File: config.mk
export PLATFORM = sky130hd
export DESIGN_NAME = scan_test_top
export DESIGN_NICKNAME = d
export VERILOG_FILES = /design/src/rtl/scan_seq_pkg.sv /design/src/rtl/scan_cell.sv /design/src/rtl/scan_logic_cloud.sv /design/src/rtl/scan_chain.sv /design/src/rtl/scan_sequencer.sv /design/src/rtl/scan_test_top.sv
export SDC_FILE = /design/constraint.sdc
export NUM_CORES = 1
export LEC_CHECK = 0
export BUFFER_PORTS_ARGS = -buffer_cell sky130_fd_sc_hd__clkbuf_2
export CORE_ASPECT_RATIO = 0.75
export CORE_MARGIN = 3
export CORE_UTILIZATION = 40
export CTS_CLUSTER_SIZE = 12
export DETAILED_ROUTE_END_ITERATION = 8
export PLACE_DENSITY = 0.66
export SYNTH_ARGS = -nofsm -noshare
export SYNTH_HDL_FRONTEND = slang
export SYNTH_SLANG_ARGS = --single-unit
File: constraint.sdc
create_clock -name clk -period 1.6 [get_ports clk]
set_input_delay 0.24 -clock clk [delete_from_list [all_inputs] [get_ports clk]]
set_output_delay 0.24 -clock clk [all_outputs]
set_load 0.01 [all_outputs]
File: src/rtl/scan_seq_pkg.sv
package scan_seq_pkg;

    typedef enum logic [1:0] {
        ST_IDLE    = 2'd0,
        ST_LOAD    = 2'd1,
        ST_CAPTURE = 2'd2,
        ST_UNLOAD  = 2'd3
    } seq_state_t;

endpackage

File: src/rtl/scan_cell.sv
module scan_cell (
    input  logic clk,
    input  logic rst_n,
    input  logic se,
    input  logic d_func,
    input  logic d_scan,
    output logic q
);

    logic d_sel;

    always_comb begin
        d_sel = se ? d_scan : d_func;
    end

    always_ff @(posedge clk or negedge rst_n) begin
        if (!rst_n) begin
            q <= 1'b0;
        end else begin
            q <= d_sel;
        end
    end

endmodule

File: src/rtl/scan_logic_cloud.sv
module scan_logic_cloud #(
    parameter int CHAIN_LEN = 16
) (
    input  logic [CHAIN_LEN-1:0] state_q,
    input  logic [CHAIN_LEN-1:0] pin_in,
    output logic [CHAIN_LEN-1:0] next_d
);

    for (genvar gi = 0; gi < CHAIN_LEN; gi++) begin : g_node
        localparam int NBR = (gi + 1) % CHAIN_LEN;
        always_comb begin
            next_d[gi] = pin_in[gi] ^ (state_q[gi] & state_q[NBR]);
        end
    end

endmodule

File: src/rtl/scan_chain.sv
module scan_chain #(
    parameter int CHAIN_LEN = 16
) (
    input  logic                 clk,
    input  logic                 rst_n,
    input  logic                 se,
    input  logic                 si,
    input  logic [CHAIN_LEN-1:0] d_func,
    output logic [CHAIN_LEN-1:0] q,
    output logic                 so
);

    logic [CHAIN_LEN-1:0] link;

    always_comb begin
        link = {q[CHAIN_LEN-2:0], si};
    end

    for (genvar gi = 0; gi < CHAIN_LEN; gi++) begin : g_cell
        scan_cell u_cell (
            .clk   (clk),
            .rst_n (rst_n),
            .se    (se),
            .d_func(d_func[gi]),
            .d_scan(link[gi]),
            .q     (q[gi])
        );
    end

    always_comb begin
        so = q[CHAIN_LEN-1];
    end

    // a shift clock moves every bit one place toward scan-out
    p_shift_move_r4: assert property (@(posedge clk) disable iff (!rst_n)
        se |=> (q == {$past(q[CHAIN_LEN-2:0]), $past(si)}));

    // with scan enable low every flop loads the logic cloud
    p_func_load_r5: assert property (@(posedge clk) disable iff (!rst_n)
        !se |=> (q == $past(d_func)));

endmodule

File: src/rtl/scan_sequencer.sv
module scan_sequencer
    import scan_seq_pkg::*;
#(
    parameter int CHAIN_LEN = 16
) (
    input  logic clk,
    input  logic rst_n,
    input  logic test_mode,
    input  logic start,
    input  logic cont,
    input  logic so,
    input  logic exp_in,
    output logic scan_en,
    output logic busy,
    output logic done,
    output logic fail
);

    localparam int CW = (CHAIN_LEN > 1) ? $clog2(CHAIN_LEN) : 1;
    localparam logic [CW-1:0] LAST = CW'(CHAIN_LEN - 1);

    seq_state_t st, st_n;
    logic [CW-1:0] cnt, cnt_n;
    logic at_last, go, miss;

    always_comb begin
        at_last = (cnt == LAST);
        go      = (st == ST_IDLE) && test_mode && start;
        miss    = (st == ST_UNLOAD) && test_mode && (so != exp_in);
    end

    // next-state decision
    always_comb begin
        st_n = st;
        unique case (st)
            ST_IDLE: begin
                if (go) st_n = ST_LOAD;
            end
            ST_LOAD: begin
                if (!test_mode)   st_n = ST_IDLE;
                else if (at_last) st_n = ST_CAPTURE;
            end
            ST_CAPTURE: begin
                st_n = test_mode ? ST_UNLOAD : ST_IDLE;
            end
            ST_UNLOAD: begin
                if (!test_mode)   st_n = ST_IDLE;
                else if (at_last) st_n = cont ? ST_CAPTURE : ST_IDLE;
            end
            default: st_n = ST_IDLE;
        endcase
    end

    always_comb begin
        if ((st_n == st) && ((st == ST_LOAD) || (st == ST_UNLOAD))) begin
            cnt_n = cnt + 1'b1;
        end else begin
            cnt_n = '0;
        end
    end

    // state register
    always_ff @(posedge clk or negedge rst_n) begin
        if (!rst_n) begin
            st  <= ST_IDLE;
            cnt <= '0;
        end else begin
            st  <= st_n;
            cnt <= cnt_n;
        end
    end

    // outputs
    always_ff @(posedge clk or negedge rst_n) begin
        if (!rst_n) begin
            done <= 1'b0;
            fail <= 1'b0;
        end else begin
            done <= (st == ST_UNLOAD) && test_mode && at_last && !cont;
            if (go) begin
                fail <= 1'b0;
            end else if (miss) begin
                fail <= 1'b1;
            end
        end
    end

    always_comb begin
        scan_en = test_mode && ((st == ST_LOAD) || (st == ST_UNLOAD));
        busy    = (st != ST_IDLE);
    end

    // the load phase runs its full count before it leaves for capture
    p_load_hold_r3: assert property (@(posedge clk) disable iff (!rst_n)
        (st == ST_LOAD && test_mode && !at_last) |=> (st == ST_LOAD));

    p_cnt_range_r3: assert property (@(posedge clk) disable iff (!rst_n)
        cnt <= LAST);

    // capture never lasts more than one cycle
    p_capture_single_r5: assert property (@(posedge clk) disable iff (!rst_n)
        (st == ST_CAPTURE) |=> (st != ST_CAPTURE));

    // capture under test mode is followed by unload
    p_unload_follows_r6: assert property (@(posedge clk) disable iff (!rst_n)
        (st == ST_CAPTURE && test_mode) |=> (st == ST_UNLOAD));

    // fail only clears on an accepted start
    p_fail_sticky_r7: assert property (@(posedge clk) disable iff (!rst_n)
        (fail && !go) |=> fail);

    // done is a single-cycle pulse seen in idle
    p_done_pulse_r8: assert property (@(posedge clk) disable iff (!rst_n)
        done |-> (st == ST_IDLE) && !$past(done));

    // dropping test mode always ends the session
    p_abort_idle_r10: assert property (@(posedge clk) disable iff (!rst_n)
        (!test_mode) |=> (st == ST_IDLE) && !done);

endmodule

File: src/rtl/scan_test_top.sv
module scan_test_top #(
    parameter int CHAIN_LEN = 16
) (
    input  logic                 clk,
    input  logic                 rst_n,
    input  logic                 test_mode,
    input  logic                 start,
    input  logic                 cont,
    input  logic                 scan_in,
    input  logic                 exp_in,
    input  logic [CHAIN_LEN-1:0] func_in,
    output logic                 scan_en,
    output logic                 scan_out,
    output logic [CHAIN_LEN-1:0] func_q,
    output logic                 busy,
    output logic                 done,
    output logic                 fail
);

    logic [CHAIN_LEN-1:0] cloud_d;
    logic                 so_w;

    scan_logic_cloud #(.CHAIN_LEN(CHAIN_LEN)) u_cloud (
        .state_q(func_q),
        .pin_in (func_in),
        .next_d (cloud_d)
    );

    scan_chain #(.CHAIN_LEN(CHAIN_LEN)) u_chain (
        .clk   (clk),
        .rst_n (rst_n),
        .se    (scan_en),
        .si    (scan_in),
        .d_func(cloud_d),
        .q     (func_q),
        .so    (so_w)
    );

    scan_sequencer #(.CHAIN_LEN(CHAIN_LEN)) u_seq (
        .clk      (clk),
        .rst_n    (rst_n),
        .test_mode(test_mode),
        .start    (start),
        .cont     (cont),
        .so       (so_w),
        .exp_in   (exp_in),
        .scan_en  (scan_en),
        .busy     (busy),
        .done     (done),
        .fail     (fail)
    );

    always_comb begin
        scan_out = so_w;
    end

    // functional mode never asserts scan enable
    p_func_mode_r2: assert property (@(posedge clk) disable iff (!rst_n)
        !test_mode |-> !scan_en);

endmodule

# --- After elaboration in Yosys (flattened, before gate mapping) ---
# Cells that the tools add are included.
classes:
  add_sub_neg: 1
  reduce_logical: 13
  n_mux: 27
  n_eq_ne: 6
  bitwise_logic: 32
op_table:
  columns: ["op", "n"]
  rows:
  - ["1-bit two-way mux", 18]
  - ["1-bit bitwise AND", 16]
  - ["1-bit bitwise XOR", 16]
  - ["2-bit two-way mux", 7]
  - ["1-bit logical AND", 8]
  - ["2-bit case mux with 4 select lines", 1]
  - ["4-bit by 1-bit adder with 4-bit output (second input constant)", 1]
  - ["2-bit == test (second input constant)", 2]
  - ["4-bit == test (second input constant)", 1]
  - ["4-bit two-way mux", 1]
  - ["2-bit nonzero test", 2]
  - ["2-bit by 1-bit == test with 1-bit output (second input constant)", 1]
  - ["2-bit == test", 1]
  - ["2-bit zero test", 1]
  - ["1-bit zero test", 1]
  - ["1-bit logical OR", 1]
  - ["1-bit != test", 1]
totals:
  in_bits: 23
  elab_cells: 99
  ff_bits: 24

# --- Depth between registers and ports, before layout ---
depth:
  ltp_word: 8
  mapped_depth: 5

# --- Hierarchy ---
# A second synthesis with hierarchy kept.
hier_totals:
  hier_cells: 99
  area_unflattened_um2: 1242.4
modules_own_cells:
  columns: ["mod", "area_each_um2", "instances", "cells_per_inst"]
  rows:
  - ["scan_cell", 40.0, 16, 2]
  - ["scan_sequencer", 394.1, 1, 34]
  - ["scan_logic_cloud", 200.2, 1, 32]
  - ["scan_chain", 7.5, 1, 1]

# --- Least setup slack after synthesis ---
# Ideal clock, no wire load.
synth_timing:
  path_type: "reg2reg"
  from: "register u_seq.cnt[0]"
  to: "register u_seq.st[1]"
  slack_ns: 0.480
  t_required_ns: 1.480
  arrival_ns: 0.999
  synth_period_minus_slack_ns: 1.120
  path_stages_with_launch: 4
  path_cell_list: "dfrtp_1 -> ha_1 -> and4_1 -> o211a_1"
synth_via:
  elab_chain_cells: 4
  word_cells_on_any_way: 6
  cone_classes: "1 x eq/ne; 5 x mux"
synth_lines:
  columns: ["item", "line_no", "rtl"]
  rows:
  - ["start: declaration", "scan_sequencer.sv:23", "logic [CW-1:0] cnt, cnt_n;"]
  - ["start signal: assignment", "scan_sequencer.sv:69", "cnt <= cnt_n;"]
  - ["4-bit == test (*)", "scan_sequencer.sv:27", "at_last = (cnt == LAST);"]
  - ["2-bit two-way mux, on equally long branches", "scan_sequencer.sv:48, scan_sequencer.sv:41", null]
  - ["2-bit two-way mux, on equally long branches", "scan_sequencer.sv:47, scan_sequencer.sv:40", null]
  - ["2-bit case mux with 4 select lines (*)", "scan_sequencer.sv:35", "unique case (st)"]
  - ["named net u_seq.st_n[1]", "scan_sequencer.sv:22", "seq_state_t st, st_n;"]
  - ["end signal: assignment", "scan_sequencer.sv:68", "st <= st_n;"]
  - ["end: declaration", "scan_sequencer.sv:22", null]
# Mark *: on every way through the listed nets, which the timed path passes. The rest lies on a longest branch.
# A chain may end at the register's enable or synchronous reset.

# --- Worst setup path in the final report ---
layout_timing:
  from: "register u_seq.st[0]"
  to: "output port scan_en"
layout_via:
  elab_chain_cells: 3
  word_cells_on_any_way: 4
  cone_classes: "2 x eq/ne; 2 x reduce/logical"
layout_lines:
  columns: ["item", "line_no", "rtl"]
  rows:
  - ["2-bit by 1-bit == test with 1-bit output / 2-bit == test (equally long branches)", "scan_sequencer.sv:89", "scan_en = test_mode && ((st == ST_LOAD) || (st == ST_UNLOAD));"]
  - ["1-bit logical OR (*)", "scan_sequencer.sv:89", null]
  - ["1-bit logical AND (*)", "scan_sequencer.sv:89", null]
  - ["end: declaration", "scan_test_top.sv:12", "output logic scan_en,"]
# Every way passes the cells marked *; elsewhere a longest branch is shown, timed or not.

==> impl_summary.txt <==
----------------------------------------------------
[Status]
  Result of the run ... finished, final reports clean

[Detailed routing]
  Final Routed Wirelength ... 2300 µm
  Post-detailed-route DRC marker count ... 0
  Via Count ... 902
  Drt pass-1 iters ... 4
  Initial DRC count ... 71
  Routed length per placed instance ... 11.5 µm
  Drt via density ... 4.51
  Antenna viol nets, final ... 0

[Clock tree]
  Clock buffers created by TritonCTS ... 3
  Number of hold-repair buffers added at the cts stage ... 1
  Clock slew at reported path FFs ... 0.08 ns
  Number of sinks handled by clock tree synthesis ... 24
  Deepest clock path buffer count ... 2
  Buffers inserted during post-CTS setup optimization ... 0
  Clock tree from TritonCTS ... done
  Clk Latency, worst-skew pair ... 0.27 ns
  Number of instances resized during post-cts repair ... 0
  Root cell of the clock tree ... sky130_fd_sc_hd__clkbuf_8
  Number of levels the H-tree was split into ... 1

[Synthesis]
  Number of flops mapped to enable cells by yosys ... 0
  Unique cell type count in the Yosys netlist ... 24
  Most frequent cell after synthesis ... sky130_fd_sc_hd__nand2_1
  Main area contributors after synthesis ... sky130_fd_sc_hd__dfrtp_1 47%, sky130_fd_sc_hd__xor2_1 12%, sky130_fd_sc_hd__buf_4 9.4%, sky130_fd_sc_hd__nand2_1 9.4%, sky130_fd_sc_hd__o21ai_0 6.7%
  Area share of the leading cell type in the synthesized netlist ... 0.472
  Most used standard cells in the synthesized netlist ... 32 x sky130_fd_sc_hd__nand2_1, 24 x sky130_fd_sc_hd__dfrtp_1, 17 x sky130_fd_sc_hd__o21ai_0, 17 x sky130_fd_sc_hd__xor2_1, 16 x sky130_fd_sc_hd__buf_4
  Post-Syn Area ... 0.00127 mm²
  Avg Inst Size Synth ... 9.58 µm²
  Synthesis warning total ... 0
  Share of synthesized flip-flops with an asynchronous set or reset ... 1.00
  Area leader, netlist ... sky130_fd_sc_hd__dfrtp_1
  Flops & latches, synth ... 24
  Post-Syn Nets ... 157
  Register area share after synthesis ... 0.472
  Number of instances in the synthesized netlist ... 133
  Most instantiated flip-flop cell in the synthesis netlist ... sky130_fd_sc_hd__dfrtp_1

[GRT]
  Met2 track utilization from global routing ... 0.226
  Busiest layer in global routing ... met2
  Vias in the first global route ... 894
  Number of antenna violations at the first check in global routing ... 0
  Gr usage total ... 0.128
  First-pass GRT wire length ... 3860 µm
  Congestion Overflow GR ... 0
  Global-route met1 utilization ... 0.161
  Largest net degree at the start of global routing ... 37
  Met3 capacity usage during global routing ... 0.0404

[Setup path]
  Endpoint required time on the critical path ... 1.36 ns
  Type of element capturing the critical path ... primary output
  Crit path launch type ... flop
  Crit Reg-Reg Startpoint ... u_seq.cnt[0]
  Arrival @ worst endpoint ... 1.20 ns
  FF-to-FF path depth ... 4
  Crit-path max FO ... 36
  Critical register-to-register path endpoint ... u_seq.st[1]
  Worst reg2reg setup slack ... 0.37 ns
  Kind of critical path ... flop to primary output

[STA]
  PnR worst setup slack ... 0.159 ns
  Peak clock frequency supported by timing ... 694 MHz
  Period Utilization, post-route ... 0.900
  Remaining max-slew budget at the tightest pin ... 0.610
  Unrepaired setup endpoints after global routing ... no
  Final number of hold-violating endpoints ... 0
  WHS ... 0.148 ns
  Transition time of the tightest slew-check pin ... 0.585 ns
  Post-layout min period ... 1.44 ns
  Max-slew violation count ... 0
  Final setup violation count ... 0
  Setup clock skew after layout ... 0.00704 ns
  Final sum of negative setup slack ... 0 ns

[Run]
  # Max-Cap Violations ... 0

[Pwr]
  LEAKAGE ... 0.711 nW
  PD cells ... 1380 mW/mm²
  Overall power of the completed layout ... 2.02 mW
  Worst ir drop on vdd ... 0.000809 V

[Placed design]
  Placed cells ... 195
  Worst-case setup slack after placement ... 0.395 ns
  Dpl cell area ... 0.00138 mm²
  Number of input and output port buffers inserted ... 43
  Last weighted congestion value of the routability-driven placer ... 0.746
  Final HPWL DP ... 1790 µm

[Layout]
  Design area ... 0.00146 mm²
  Share of cells above drive strength 1 ... 0.327
  Diodes inserted ... 0
  Post-synthesis to final-layout area growth ... 14.6%
  Net count reported at finish ... 187
  End-of-flow core utilization ... 0.487
  Final Instance Count excl. Fillers ... 200

[Min path]
  Min-Delay Startpoint ... cont
  Worst hold-check path type ... primary input to flop
  Hold Crit Depth ... 2
  Endpoint with the worst hold slack ... u_seq.done

[Floorplan]
  IO Pins ... 44
  Area of the core region ... 0.00300 mm²
  Horiz. Die Dim ... 71.2 µm
  Starting utilization of the core area ... 0.425
  Die Ht ... 54.9 µm
  Row count ... 17
  Die Area ... 0.00390 mm²

----------------------------------------------------
==> worst max-delay path, cell delays in order, from the launching register on <==
cell and delay (ns):
sky130_fd_sc_hd__dfrtp_1 0.39, sky130_fd_sc_hd__nand2_2 0.11, sky130_fd_sc_hd__inv_4 0.25, sky130_fd_sc_hd__clkbuf_2 0.19
==> state kept, by name (all words and copies together) (netlist names) <==
signal / flops
u_seq.cnt: 4
u_seq.done: 1
u_seq.st: 2
u_chain.g_cell.u_cell.q: 16
u_seq.fail: 1
==> cell families (layout without fill, tap and decap cells) <==
family / count (synthesis) / count (layout) / share of synthesized area
AOI/OAI and AO/OA: 23 / 23 / 0.0943
xor gates and xnor gates: 18 / 18 / 0.124
adders and majority gates: 1 / 1 / 0.00982
buffers and inverters: 21 / 50 / 0.132
DFF: 24 / 24 / 0.472
and+or+nand+nor: 46 / 46 / 0.169
==> layout make-up <==
class	instances	area [µm²]
fill	289	1540
sequential	24	601
multi-input combinational	88	505
timing repair buffer	44	225
tap	38	47.5
clock buffer	3	41.3
clock inverter	1	30.0
inverter	2	10.0
==> where the power goes <==
part	switching (mW)	internal [mW]	total (mW)
Combinational	0.320	0.256	0.576
Clock	0.191	0.334	0.526
Sequential	0.160	0.760	0.920
==> routing by layer <==
layer,vias up,wire [µm]
li1,473,-
met1,404,1040
met2,23,1110
met3,2,132
met4,0,12
met5,-,0
==> how the worst max path moves through the flow <==
stage            startpoint     endpoint  slack (ns)  cells past startpoint
6_report        u_seq.st[0]      scan_en        0.16                      3
5_1_grt         u_seq.st[0]      scan_en        0.07                      3
4_1_cts         u_seq.st[0]      scan_en        0.15                      3
3_5_place_dp   u_seq.cnt[0]  u_seq.st[1]        0.39                      4
3_3_place_gp   u_seq.cnt[0]  u_seq.st[1]        0.46                      4
2_1_floorplan  u_seq.cnt[0]  u_seq.st[1]        0.48                      3
==> placed cells by master (no fill, tap or decap) <==
cell type and n:
sky130_fd_sc_hd__a21oi_1 4, sky130_fd_sc_hd__bufinv_16 1, sky130_fd_sc_hd__nor2_2 1, sky130_fd_sc_hd__xor2_1 17, sky130_fd_sc_hd__nor4b_2 1, sky130_fd_sc_hd__nor2_1 3
sky130_fd_sc_hd__dlygate4sd3_1 1, sky130_fd_sc_hd__clkbuf_2 43, sky130_fd_sc_hd__nand4b_1 1, sky130_fd_sc_hd__o21ai_0 17, sky130_fd_sc_hd__nand2_1 32, sky130_fd_sc_hd__dfrtp_1 24
sky130_fd_sc_hd__and4_1 1, sky130_fd_sc_hd__ha_1 1, sky130_fd_sc_hd__nand2_2 2, sky130_fd_sc_hd__nand3b_1 2, sky130_fd_sc_hd__or2_2 1, sky130_fd_sc_hd__inv_4 1
sky130_fd_sc_hd__o211a_1 1, sky130_fd_sc_hd__inv_1 1, sky130_fd_sc_hd__nand3_1 1, sky130_fd_sc_hd__clkbuf_8 3, sky130_fd_sc_hd__xnor2_1 1, sky130_fd_sc_hd__and3_1 1
sky130_fd_sc_hd__o21ai_1 1
No activity file was read; power rests on OpenSTA's default activity.
